**src/rtl/flash_regs_pkg.sv**
```systemverilog
package flash_regs_pkg;
  localparam int RegWidth     = 32;
  localparam int AddrWidth    = 12;
  localparam int WordBits     = AddrWidth - 2;
  localparam int NumDataWords = 4;
  localparam int NumProtCmds  = 10;
  localparam int SubIdxBits   = 4;

  // word indices inside the window
  localparam logic [WordBits-1:0] IdxRdCfg   = 10'd0;
  localparam logic [WordBits-1:0] IdxWrCfg   = 10'd1;
  localparam logic [WordBits-1:0] IdxCmdCfg  = 10'd2;
  localparam logic [WordBits-1:0] IdxCtl     = 10'd3;
  localparam logic [WordBits-1:0] IdxCmd     = 10'd4;
  localparam logic [WordBits-1:0] IdxAddr    = 10'd5;
  localparam logic [WordBits-1:0] IdxProtCfg = 10'd6;
  localparam logic [WordBits-1:0] IdxDataWr  = 10'd8;
  localparam logic [WordBits-1:0] IdxDataRd  = IdxDataWr + WordBits'(NumDataWords);
  localparam logic [WordBits-1:0] IdxProt    = 10'd16;
  localparam logic [WordBits-1:0] IdxGen     = 10'd30;

  // bit positions
  localparam int LockBit    = 31;
  localparam int SubLockBit = 30;
  localparam int ReadyBit   = 24;
  localparam int SwCsBit    = 16;
  localparam int DevLo      = 8;
  localparam int DevBits    = 2;
  localparam int ExecBit    = 0;
  localparam logic [RegWidth-1:0] SubLockMask = 32'h0000_0403;

  // reset values
  localparam logic [RegWidth-1:0] RstRdCfg   = 32'h0300_100B;
  localparam logic [RegWidth-1:0] RstWrCfg   = 32'h0300_0002;
  localparam logic [RegWidth-1:0] RstCmdCfg  = 32'h0000_0400;
  localparam logic [RegWidth-1:0] RstCtl     = 32'h0001_0000;
  localparam logic [RegWidth-1:0] RstCmd     = 32'h0000_000B;
  localparam logic [RegWidth-1:0] RstProtCfg = 32'h0000_0400;
  localparam logic [RegWidth-1:0] RstGen     = 32'h0000_000B;

  typedef struct packed {
    logic                   rdCfg;
    logic                   wrCfg;
    logic                   cmdCfg;
    logic                   ctl;
    logic                   cmd;
    logic                   addr;
    logic                   protCfg;
    logic                   gen;
    logic [NumDataWords-1:0] dataWr;
    logic [NumProtCmds-1:0]  prot;
  } regStrobe_t;

  typedef enum logic [3:0] {
    SelNone, SelRdCfg, SelWrCfg, SelCmdCfg, SelCtl, SelCmd, SelAddr,
    SelProtCfg, SelDataWr, SelDataRd, SelProt, SelGen
  } readSel_t;
endpackage

```
**src/rtl/flash_regs_decode.sv**
```systemverilog
module flash_regs_decode
  import flash_regs_pkg::*;
(
  input  logic                  wrEn,
  input  logic [AddrWidth-1:0]  addr,
  output regStrobe_t            strb,
  output readSel_t              rdSel,
  output logic [SubIdxBits-1:0] subIdx
);
  logic [WordBits-1:0] wordIdx;
  localparam logic [WordBits-1:0] IdxDataRdEnd = IdxDataRd + WordBits'(NumDataWords);
  localparam logic [WordBits-1:0] IdxProtEnd   = IdxProt + WordBits'(NumProtCmds);

  assign wordIdx = addr[AddrWidth-1:2];

  always_comb begin
    strb   = '0;
    rdSel  = SelNone;
    subIdx = '0;
    if (addr[1:0] == 2'b00) begin
      if (wordIdx == IdxRdCfg) begin
        rdSel = SelRdCfg;   strb.rdCfg = wrEn;
      end else if (wordIdx == IdxWrCfg) begin
        rdSel = SelWrCfg;   strb.wrCfg = wrEn;
      end else if (wordIdx == IdxCmdCfg) begin
        rdSel = SelCmdCfg;  strb.cmdCfg = wrEn;
      end else if (wordIdx == IdxCtl) begin
        rdSel = SelCtl;     strb.ctl = wrEn;
      end else if (wordIdx == IdxCmd) begin
        rdSel = SelCmd;     strb.cmd = wrEn;
      end else if (wordIdx == IdxAddr) begin
        rdSel = SelAddr;    strb.addr = wrEn;
      end else if (wordIdx == IdxProtCfg) begin
        rdSel = SelProtCfg; strb.protCfg = wrEn;
      end else if (wordIdx == IdxGen) begin
        rdSel = SelGen;     strb.gen = wrEn;
      end else if (wordIdx >= IdxDataWr && wordIdx < IdxDataRd) begin
        rdSel  = SelDataWr;
        subIdx = SubIdxBits'(wordIdx - IdxDataWr);
        strb.dataWr[subIdx] = wrEn;
      end else if (wordIdx >= IdxDataRd && wordIdx < IdxDataRdEnd) begin
        rdSel  = SelDataRd;   // read-only: no strobe
        subIdx = SubIdxBits'(wordIdx - IdxDataRd);
      end else if (wordIdx >= IdxProt && wordIdx < IdxProtEnd) begin
        rdSel  = SelProt;
        subIdx = SubIdxBits'(wordIdx - IdxProt);
        strb.prot[subIdx] = wrEn;
      end
    end
  end

  // an unaligned offset never produces a write strobe
  always_comb begin
    if (addr[1:0] != 2'b00) begin
      p_unaligned_r9: assert (strb == '0);
    end
  end
endmodule

```
**src/rtl/flash_regs_data.sv**
```systemverilog
module flash_regs_data
  import flash_regs_pkg::*;
#(
  parameter int NumCs = 4
) (
  input  logic                          clk,
  input  logic                          rstN,
  input  regStrobe_t                    strb,
  input  readSel_t                      rdSel,
  input  logic [SubIdxBits-1:0]         subIdx,
  input  logic [RegWidth-1:0]           wrData,
  output logic [RegWidth-1:0]           rdData,
  input  logic                          seqDone,
  input  logic [NumDataWords*RegWidth-1:0] seqRdData,
  output logic                          startPulse,
  output logic [NumCs-1:0]              csN,
  output logic [RegWidth-1:0]           rdCfgOut,
  output logic [RegWidth-1:0]           wrCfgOut,
  output logic [RegWidth-1:0]           cmdCfgOut,
  output logic [RegWidth-1:0]           cmdOut,
  output logic [RegWidth-1:0]           addrOut,
  output logic [NumDataWords*RegWidth-1:0] wrDataOut,
  output logic [RegWidth-1:0]           genCfgOut
);
  localparam int DIdxBits = $clog2(NumDataWords);

  logic [RegWidth-1:0] rdCfgQ, wrCfgQ, cmdCfgQ, ctlQ, cmdQ, addrQ, protCfgQ, genQ;
  logic [RegWidth-1:0] dataWrQ [NumDataWords];
  logic [RegWidth-1:0] dataRdQ [NumDataWords];
  logic [RegWidth-1:0] protQ   [NumProtCmds];
  logic [RegWidth-1:0] cmdCfgNext, ctlNext;
  logic                forceQ, forceNext;
  logic [DevBits-1:0]  forceIdxQ, forceIdxNext;
  logic                swFall, swRise;

  // command-config next value with masked sub-lock
  always_comb begin
    cmdCfgNext = wrData;
    if (cmdCfgQ[SubLockBit])
      cmdCfgNext = (wrData & ~SubLockMask) | (cmdCfgQ & SubLockMask);
  end

  assign startPulse = strb.ctl && wrData[ExecBit] && !ctlQ[ExecBit];
  assign swFall     = strb.ctl && ctlQ[SwCsBit] && !wrData[SwCsBit];
  assign swRise     = strb.ctl && !ctlQ[SwCsBit] && wrData[SwCsBit];

  always_comb begin
    ctlNext = ctlQ;
    if (strb.ctl) begin
      ctlNext           = wrData;
      ctlNext[ReadyBit] = wrData[ReadyBit] ? 1'b0 : ctlQ[ReadyBit];
      ctlNext[ExecBit]  = ctlQ[ExecBit] | wrData[ExecBit];
    end
    if (seqDone) begin
      ctlNext[ReadyBit] = 1'b1;
      ctlNext[ExecBit]  = 1'b0;
    end
  end

  always_comb begin
    forceNext    = forceQ;
    forceIdxNext = forceIdxQ;
    if (swFall) begin
      forceNext    = 1'b1;
      forceIdxNext = wrData[DevLo +: DevBits];
    end else if (swRise && !(wrData[ExecBit] || ctlQ[ExecBit])) begin
      forceNext = 1'b0;
    end else if (seqDone && ctlQ[SwCsBit]) begin
      forceNext = 1'b0;
    end
  end

  always_ff @(posedge clk or negedge rstN) begin
    if (!rstN) begin
      rdCfgQ    <= RstRdCfg;
      wrCfgQ    <= RstWrCfg;
      cmdCfgQ   <= RstCmdCfg;
      ctlQ      <= RstCtl;
      cmdQ      <= RstCmd;
      addrQ     <= '0;
      protCfgQ  <= RstProtCfg;
      genQ      <= RstGen;
      forceQ    <= 1'b0;
      forceIdxQ <= '0;
    end else begin
      if (strb.rdCfg  && !rdCfgQ[LockBit])  rdCfgQ  <= wrData;
      if (strb.wrCfg  && !wrCfgQ[LockBit])  wrCfgQ  <= wrData;
      if (strb.cmdCfg && !cmdCfgQ[LockBit]) cmdCfgQ <= cmdCfgNext;
      if (strb.cmd)     cmdQ     <= wrData;
      if (strb.addr)    addrQ    <= wrData;
      if (strb.protCfg) protCfgQ <= wrData;
      if (strb.gen)     genQ     <= wrData;
      ctlQ      <= ctlNext;
      forceQ    <= forceNext;
      forceIdxQ <= forceIdxNext;
    end
  end

  for (genvar k = 0; k < NumDataWords; k++) begin : g_data
    always_ff @(posedge clk or negedge rstN) begin
      if (!rstN) begin
        dataWrQ[k] <= '0;
        dataRdQ[k] <= '0;
      end else begin
        if (strb.dataWr[k]) dataWrQ[k] <= wrData;
        if (seqDone)        dataRdQ[k] <= seqRdData[k*RegWidth +: RegWidth];
      end
    end
    assign wrDataOut[k*RegWidth +: RegWidth] = dataWrQ[k];
  end

  for (genvar p = 0; p < NumProtCmds; p++) begin : g_prot
    always_ff @(posedge clk or negedge rstN) begin
      if (!rstN)          protQ[p] <= '0;
      else if (strb.prot[p]) protQ[p] <= wrData;
    end
  end

  for (genvar c = 0; c < NumCs; c++) begin : g_cs
    assign csN[c] = !((forceQ && forceIdxQ == DevBits'(c)) ||
                      (ctlQ[ExecBit] && ctlQ[SwCsBit] &&
                       ctlQ[DevLo +: DevBits] == DevBits'(c)));
  end

  always_comb begin
    rdData = '0;
    case (rdSel)
      SelRdCfg:   rdData = rdCfgQ;
      SelWrCfg:   rdData = wrCfgQ;
      SelCmdCfg:  rdData = cmdCfgQ;
      SelCtl:     rdData = ctlQ;
      SelCmd:     rdData = cmdQ;
      SelAddr:    rdData = addrQ;
      SelProtCfg: rdData = protCfgQ;
      SelGen:     rdData = genQ;
      SelDataWr:  rdData = dataWrQ[subIdx[DIdxBits-1:0]];
      SelDataRd:  rdData = dataRdQ[subIdx[DIdxBits-1:0]];
      SelProt:    rdData = protQ[subIdx];
      default:    rdData = '0;
    endcase
  end

  assign rdCfgOut  = rdCfgQ;
  assign wrCfgOut  = wrCfgQ;
  assign cmdCfgOut = cmdCfgQ;
  assign cmdOut    = cmdQ;
  assign addrOut   = addrQ;
  assign genCfgOut = genQ;

  // a locked read config survives a write
  p_lock_hold_r2: assert property (@(posedge clk) disable iff (!rstN)
    (strb.rdCfg && rdCfgQ[LockBit]) |=> $stable(rdCfgQ));
  // masked bits survive a write while the sub-lock is set
  p_mask_hold_r3: assert property (@(posedge clk) disable iff (!rstN)
    (strb.cmdCfg && cmdCfgQ[SubLockBit]) |=>
      ((cmdCfgQ & SubLockMask) == ($past(cmdCfgQ) & SubLockMask)));
  // writing one to ready clears it when no completion coincides
  p_ready_clear_r4: assert property (@(posedge clk) disable iff (!rstN)
    (strb.ctl && wrData[ReadyBit] && !seqDone) |=> !ctlQ[ReadyBit]);
  // execute stays set until completion
  p_exec_hold_r5: assert property (@(posedge clk) disable iff (!rstN)
    (ctlQ[ExecBit] && !seqDone) |=> ctlQ[ExecBit]);
  // a start leaves the bank busy
  p_start_busy_r5: assert property (@(posedge clk) disable iff (!rstN)
    (startPulse && !seqDone) |=> ctlQ[ExecBit]);
  // read data changes only on completion
  p_rd_only_r8: assert property (@(posedge clk) disable iff (!rstN)
    !seqDone |=> $stable(dataRdQ[0]));
  // selects are high while reset is applied
  always_comb begin
    if (!rstN) begin
      p_reset_cs_r11: assert (&csN);
    end
  end
endmodule

```
**src/rtl/flash_reg_bank.sv**
```systemverilog
module flash_reg_bank
  import flash_regs_pkg::*;
#(
  parameter int NumCs = 4
) (
  input  logic                             clk,
  input  logic                             rstN,
  input  logic                             busWrEn,
  input  logic [AddrWidth-1:0]             busAddr,
  input  logic [RegWidth-1:0]              busWrData,
  output logic [RegWidth-1:0]              busRdData,
  input  logic                             seqDone,
  input  logic [NumDataWords*RegWidth-1:0] seqRdData,
  output logic                             startPulse,
  output logic [NumCs-1:0]                 csN,
  output logic [RegWidth-1:0]              rdCfgOut,
  output logic [RegWidth-1:0]              wrCfgOut,
  output logic [RegWidth-1:0]              cmdCfgOut,
  output logic [RegWidth-1:0]              cmdOut,
  output logic [RegWidth-1:0]              addrOut,
  output logic [NumDataWords*RegWidth-1:0] wrDataOut,
  output logic [RegWidth-1:0]              genCfgOut
);
  regStrobe_t            strb;
  readSel_t              rdSel;
  logic [SubIdxBits-1:0] subIdx;

  flash_regs_decode i_decode (
    .wrEn  (busWrEn),
    .addr  (busAddr),
    .strb  (strb),
    .rdSel (rdSel),
    .subIdx(subIdx)
  );

  flash_regs_data #(.NumCs(NumCs)) i_data (
    .clk       (clk),
    .rstN      (rstN),
    .strb      (strb),
    .rdSel     (rdSel),
    .subIdx    (subIdx),
    .wrData    (busWrData),
    .rdData    (busRdData),
    .seqDone   (seqDone),
    .seqRdData (seqRdData),
    .startPulse(startPulse),
    .csN       (csN),
    .rdCfgOut  (rdCfgOut),
    .wrCfgOut  (wrCfgOut),
    .cmdCfgOut (cmdCfgOut),
    .cmdOut    (cmdOut),
    .addrOut   (addrOut),
    .wrDataOut (wrDataOut),
    .genCfgOut (genCfgOut)
  );
endmodule

```
**config.mk**
```make
export PLATFORM = sky130hd
export DESIGN_NAME = flash_reg_bank
export DESIGN_NICKNAME = d
export VERILOG_FILES = /design/src/rtl/flash_regs_pkg.sv /design/src/rtl/flash_regs_decode.sv /design/src/rtl/flash_regs_data.sv /design/src/rtl/flash_reg_bank.sv
export SDC_FILE = /design/constraint.sdc
export NUM_CORES = 1
export LEC_CHECK = 0
export ABC_CLOCK_PERIOD_IN_PS = 4600
export BUFFER_PORTS_ARGS = -buffer_cell sky130_fd_sc_hd__buf_2
export CAP_MARGIN = 15
export CORE_ASPECT_RATIO = 1.25
export CORE_MARGIN = 2
export CORE_UTILIZATION = 58
export DETAILED_ROUTE_END_ITERATION = 12
export PLACE_DENSITY = 0.82
export SLEW_MARGIN = 0
export SYNTH_ARGS = -nofsm -noshare
export SYNTH_HDL_FRONTEND = slang
export SYNTH_HIERARCHICAL = 1
export SYNTH_SLANG_ARGS = --single-unit
```
**constraint.sdc**
```tcl
create_clock -name clk -period 4.6 [get_ports clk]
set_input_delay 0.69 -clock clk [delete_from_list [all_inputs] [get_ports clk]]
set_output_delay 0.69 -clock clk [all_outputs]
set_load 0.01 [all_outputs]
```
Yosys cells after proc, flatten, opt, wreduce, memory -nomap -nowiden
Index checks and enable logic that the tools add are counted.

operators by class
  add/sub/neg operators = 3
  equal/unequal tests = 24
  bitwise logic cells = 6
  muxes and demuxes = 67
  $lt $le $gt $ge = 12
  reduce and logical (&&, ||, !) cells = 49

operator list
  operator               count
  $pmux W32 S11          1
  $mux W32               7
  $bmux W32 S2           2
  $bmux W32 S4           1
  $mux W4                25
  $or A32 B11 Y32        1
  $eq A10 B3 Y1 const B  3
  $mux W10               3
  $logic_and A1 B1 Y1    25
  $mux W25               1
  $mux W22               1
  $mux W21               1
  $eq A10 B2 Y1 const B  2
  $ge A10 B4 Y1 const B  2
  $lt A10 B5 Y1 const B  2
  $mux W20               1
  $mux W19               1
  $mux W18               1
  $mux W17               1
  $eq A4 B3 Y1 const B   4
  $eq A4 B4 Y1 const B   4
  $mux W1                16
  $mux W16               1
  $mux W15               1
  30 further kinds       54

word-level totals
  register bits = 835

Longest topological paths before layout
  word-level depth = 23
  depth in mapped cells = 16

Modules after synthesis
The synthesis kept the hierarchy.

modules (own cells, without submodules)
  module             area an instance (um^2)  cells an instance  instances
  flash_regs_data    37836.3                  2604               1
  flash_regs_decode  598.1                    96                 1

Worst setup path before layout
Ideal clock, no wire load.

  path kind = input-to-output
  start = input port busAddr[5]
  end = output port busRdData[17]
  setup slack = 0.633 ns
  stages = 13
  arrival = 3.277 ns
  data required time = 3.910 ns
  path buffers = 3
  cell sequence = inv_1 > ha_1 > a21boi_0 > o21ai_1 > nand3_1 > a2111oi_0 > buf_2 > buf_2 > buf_2 > mux2i_1 > o221ai_1 > o41ai_1 > o221ai_1

on the way
  longest elaborated chain between the ends = 19
  elaborated cells between the ends (all ways) = 67

RTL lines
  element                                                         line                                                                    RTL
  start, declared                                                 flash_reg_bank.sv:9                                                     input logic [AddrWidth-1:0] busAddr,
  $ge A10 B5 Y1 or $lt A10 B5 Y1 (tied branches)                  flash_regs_decode.sv:44                                                 end else if (wordIdx >= IdxProt && wordIdx < IdxProtEnd) begin
  $logic_and A1 B1 Y1                                             flash_regs_decode.sv:44
  $mux W4                                                         flash_regs_decode.sv:44
  $mux W4                                                         flash_regs_decode.sv:41                                                 end else if (wordIdx >= IdxDataRd && wordIdx < IdxDataRdEnd) begin
  $mux W4                                                         flash_regs_decode.sv:37                                                 end else if (wordIdx >= IdxDataWr && wordIdx < IdxDataRd) begin
  $mux W4                                                         flash_regs_decode.sv:35                                                 end else if (wordIdx == IdxGen) begin
  $mux W4                                                         flash_regs_decode.sv:33                                                 end else if (wordIdx == IdxProtCfg) begin
  $mux W4                                                         flash_regs_decode.sv:31                                                 end else if (wordIdx == IdxAddr) begin
  (+3 left out)                                                   -
  $mux W4                                                         flash_regs_decode.sv:23                                                 end else if (wordIdx == IdxWrCfg) begin
  $mux W4 *                                                       flash_regs_decode.sv:21                                                 if (wordIdx == IdxRdCfg) begin
  $mux W4 *                                                       flash_regs_decode.sv:20                                                 if (addr[1:0] == 2'b00) begin
  named net subIdx[1]                                             flash_reg_bank.sv:26                                                    logic [SubIdxBits-1:0] subIdx;
  $not A4 Y5 (implied by the code) or $not A2 Y3 (tied branches)  flash_regs_data.sv:138, flash_regs_data.sv:136, flash_regs_data.sv:137
  $bmux W32 S4, or another cell as far along                      flash_regs_data.sv:138                                                  SelProt: rdData = protQ[subIdx];
  $mux W32 (on tied branches) (2 in a row)                        flash_regs_data.sv:138, flash_regs_data.sv:136, flash_regs_data.sv:137
  $pmux W32 S11 *                                                 flash_regs_data.sv:127                                                  case (rdSel)
  end, declared                                                   flash_reg_bank.sv:11                                                    output logic [RegWidth-1:0] busRdData,

The timed path passes the listed nets; every way through them passes the cells marked *. The select of a mux whose other input is x is not followed.

Worst setup path after layout
  start = input port busAddr[5]
  end = output port busRdData[22]

Same word-level chain as after synthesis.

==> results.toml <==
[floorplanning]
ios = 533
coreArea_um2 = 65560
initial_core_util_pct = 58.63
dieWidth_um = 234.2
dieArea_um2 = 68350
dieHeight_um = 291.8
num_rows = 105

[power_and_ir_drop]
power_w = 0.01506
cellPowerDensity_nw_per_um2 = 321.9
power.leakage_nw = 22.52
vdd_drop_max_mv = 0.2504

[detailed_routing]
wl_per_cell_um = 30.37
routed_wl_um = 128800
dr_total_vias = 27612
avgViaCountPerCell = 6.512
first_pass_iters = 6
drt_iter0_markers = 2540
drc = 0
antenna_left = 0

[sta]
slew_violations = 0
maxSlewHeadroom_pct = 36.63
max_freq_mhz = 217.6
finalSetupViolations = 0
hold_viol = 0
period_share_pct = 99.88
layout_setup_ws_ns = 0.005315
min_period_ns = 4.595
skew_ns = 0.01176
rsz0062_at_grt = "true"
tightest_slew_ns = 0.9506

[setup_path]
cp-endpoint = "busRdData[22]"
startpoint = "busAddr[5]"
ff2ff_setup_slack_ns = 2.77
arrival_ns = 3.90
end_kind = "output port"
worst-path-max-fanout = 12
r2r_end = "i_data/wrCfgOut[18]$_DFFE_PN0P_"
r2r-start = "i_data/wrCfgOut[31]$_DFFE_PN0P_"
crit_required_ns = 3.91
setup.worst_path.start_class = "input pin"
crit_type = "input pin to output port"
rr_worst_depth = 3

[placement]
dp_cells = 4066
place_area_um2 = 43480
place_hpwl_um = 91920
place.gp.congestion = 0.9976
post-place-ws_ns = -0.1818
io_buffers = 532

[synthesis]
synthFlopType = "dfrtp_1"
synth-seq-cells = 835
yosysSeqAreaShare_pct = 54.42
syn_area_um2 = 38430
postSynthAreaPerCell_um2 = 14.23
async_reset_ff_share_pct = 100.0
syn_nets = 2883
synthCells = 2700
yosys_warnings = 6
synth_edf_count = 0
yosysUniqueCellTypes = 71

[hold_path]
holdCritPathClass = "input pin to asynchronous set/reset pin"

[clock_tree]
cts.sinks = 835
htreeDepth = 3
clk_path_buf_depth = 3
postCtsHoldBufs = 0
cts_tree = "yes"
tritoncts.num_buffers = 81
path_clk_slew_ns = 0.06
clock_latency_ns = 0.65
clockRootBuffer = "clkbuf_16"

[layout]
finalNetCount = 3490
final_cell_mix = "mux2_2, dfrtp_1, buf_2"
ff_latch_area_um2 = 20920
num-fill-cells = 4369
layout_commonest_cell = "mux2_2"
multi_input_area_um2 = 16850
final_layout_size_suffix_gt1_share_pct = 57.31
fin_util_pct = 71.34
instances_no_fill = 4240
syn2layout_area_growth_pct = 21.68
final_area_um2 = 46770

[grt]
grt_remaining_overflow = 0
antenna_found_initial = 14
grt_pass1_vias = 28846
grtUsageTotal_pct = 37.35
grt_pass1_wl_um = 188300
grt_max_degree = 113

[outcome]
status = "finished clean"

[run]
cap_violations = 0
[cell type report]
class / count / share of cell area [%]
Sequential cell: 835 / 44.73
Clock inverter: 25 / 0.5913
Clock buffer: 124 / 5.174
Tap cell: 856 / 2.290
Multi-Input combinational cell: 1583 / 36.04
Antenna cell: 11 / 0.05886
Inverter: 18 / 0.1525
Timing Repair Buffer: 788 / 10.97
[what timing repair did]
item                       4_1_cts  5_1_grt
pin swaps                        3       15
cloned                           1        1
setup endpoints to repair       19       32
setup buffers                    3        9
resized for setup               25       60
[cell families after synthesis]
logic type | after synthesis | synth area share (%)
compound gates | 292 | 5.762
fa+ha+maj | 7 | 0.2279
buf+inv | 282 | 3.138
flops | 835 | 54.42
mux | 1124 | 34.24
simple gates | 160 | 2.210
[metrics by stage]
| stage | hold WS (ns) | TNS (ns) |
|---|---|---|
| floorplan | 0.3944 | 0 |
| global placement | 0.4782 | -1.890 |
| finish | 0.08288 | 0 |
| global route | 0.1484 | -0.4457 |
| detailed placement | 0.4901 | -1.536 |
| CTS | 0.1231 | -0.1341 |
[Yosys cell counts, types with 28 or more instances]
library cell  number  area share [%]
o221ai_1          31            0.71
o22ai_1           58            0.94
clkbuf_1         138             1.3
nor2_1            54            0.53
dfrtp_1          817              53
buf_2             46            0.60
mux4_2            69             4.0
nand2_1           28            0.27
a22oi_1           28            0.55
mux2_2           831              24
mux2i_1          223             5.8
buf_1             63            0.62
[routing by layer]
metal  vias to the layer above  wire length, um  GRT usage [%]
li1                      11250                -              -
met1                     14555            49150          49.20
met2                      1428            60180          57.49
met3                       375            10770          6.602
met4                         4             8622          23.54
met5                         -               27              0
[worst min-delay path by stage]
stage	endpoint	slack (ns)	depth (start not counted)
finish	i_data/genCfgOut[13]$_DFFE_PN0P_	0.08	1
global route	i_data/wrCfgOut[18]$_DFFE_PN0P_	0.15	1
CTS	i_data/genCfgOut[13]$_DFFE_PN0P_	0.12	1
detailed placement	i_data/ctlQ[24]$_DFFE_PN0P_	0.49	2
global placement	i_data/ctlQ[24]$_DFFE_PN0P_	0.48	2
floorplan	i_data/addrOut[0]$_DFFE_PN0P_	0.39	0
[critical path, stage by stage]
cell and delay [ns]:
buf_4 0.11, inv_2 0.06, ha_1 0.18, a21boi_2 0.16, o21ai_1 0.19, nand3_1 0.15
a2111oi_2 0.24, buf_4 0.23, buf_4 0.13, buf_12 0.15, buf_4 0.14, mux2i_1 0.35
o22ai_1 0.19, a211o_1 0.27, o21ai_0 0.16, buf_4 0.15, o221ai_1 0.15, buf_2 0.19
[state kept, by name, summed over array words and instances (netlist names)]
signal            flops
i_data/rdCfgOut      32
i_data/forceIdxQ      2
i_data/protQ        320
i_data/wrDataOut    128
i_data/ctlQ          32
i_data/protCfgQ      32
i_data/genCfgOut     32
i_data/dataRdQ      128
i_data/cmdOut        32
i_data/forceQ         1
i_data/addrOut       32
i_data/cmdCfgOut     32
i_data/wrCfgOut      32
[power by group]
part / total [W] / switching, W / internal [W]
logic: 0.000715 / 0.000450 / 0.000264
clock network: 0.00676 / 0.00289 / 0.00387
registers: 0.00758 / 0.0000993 / 0.00748
Power figures use the tool's default switching activity.
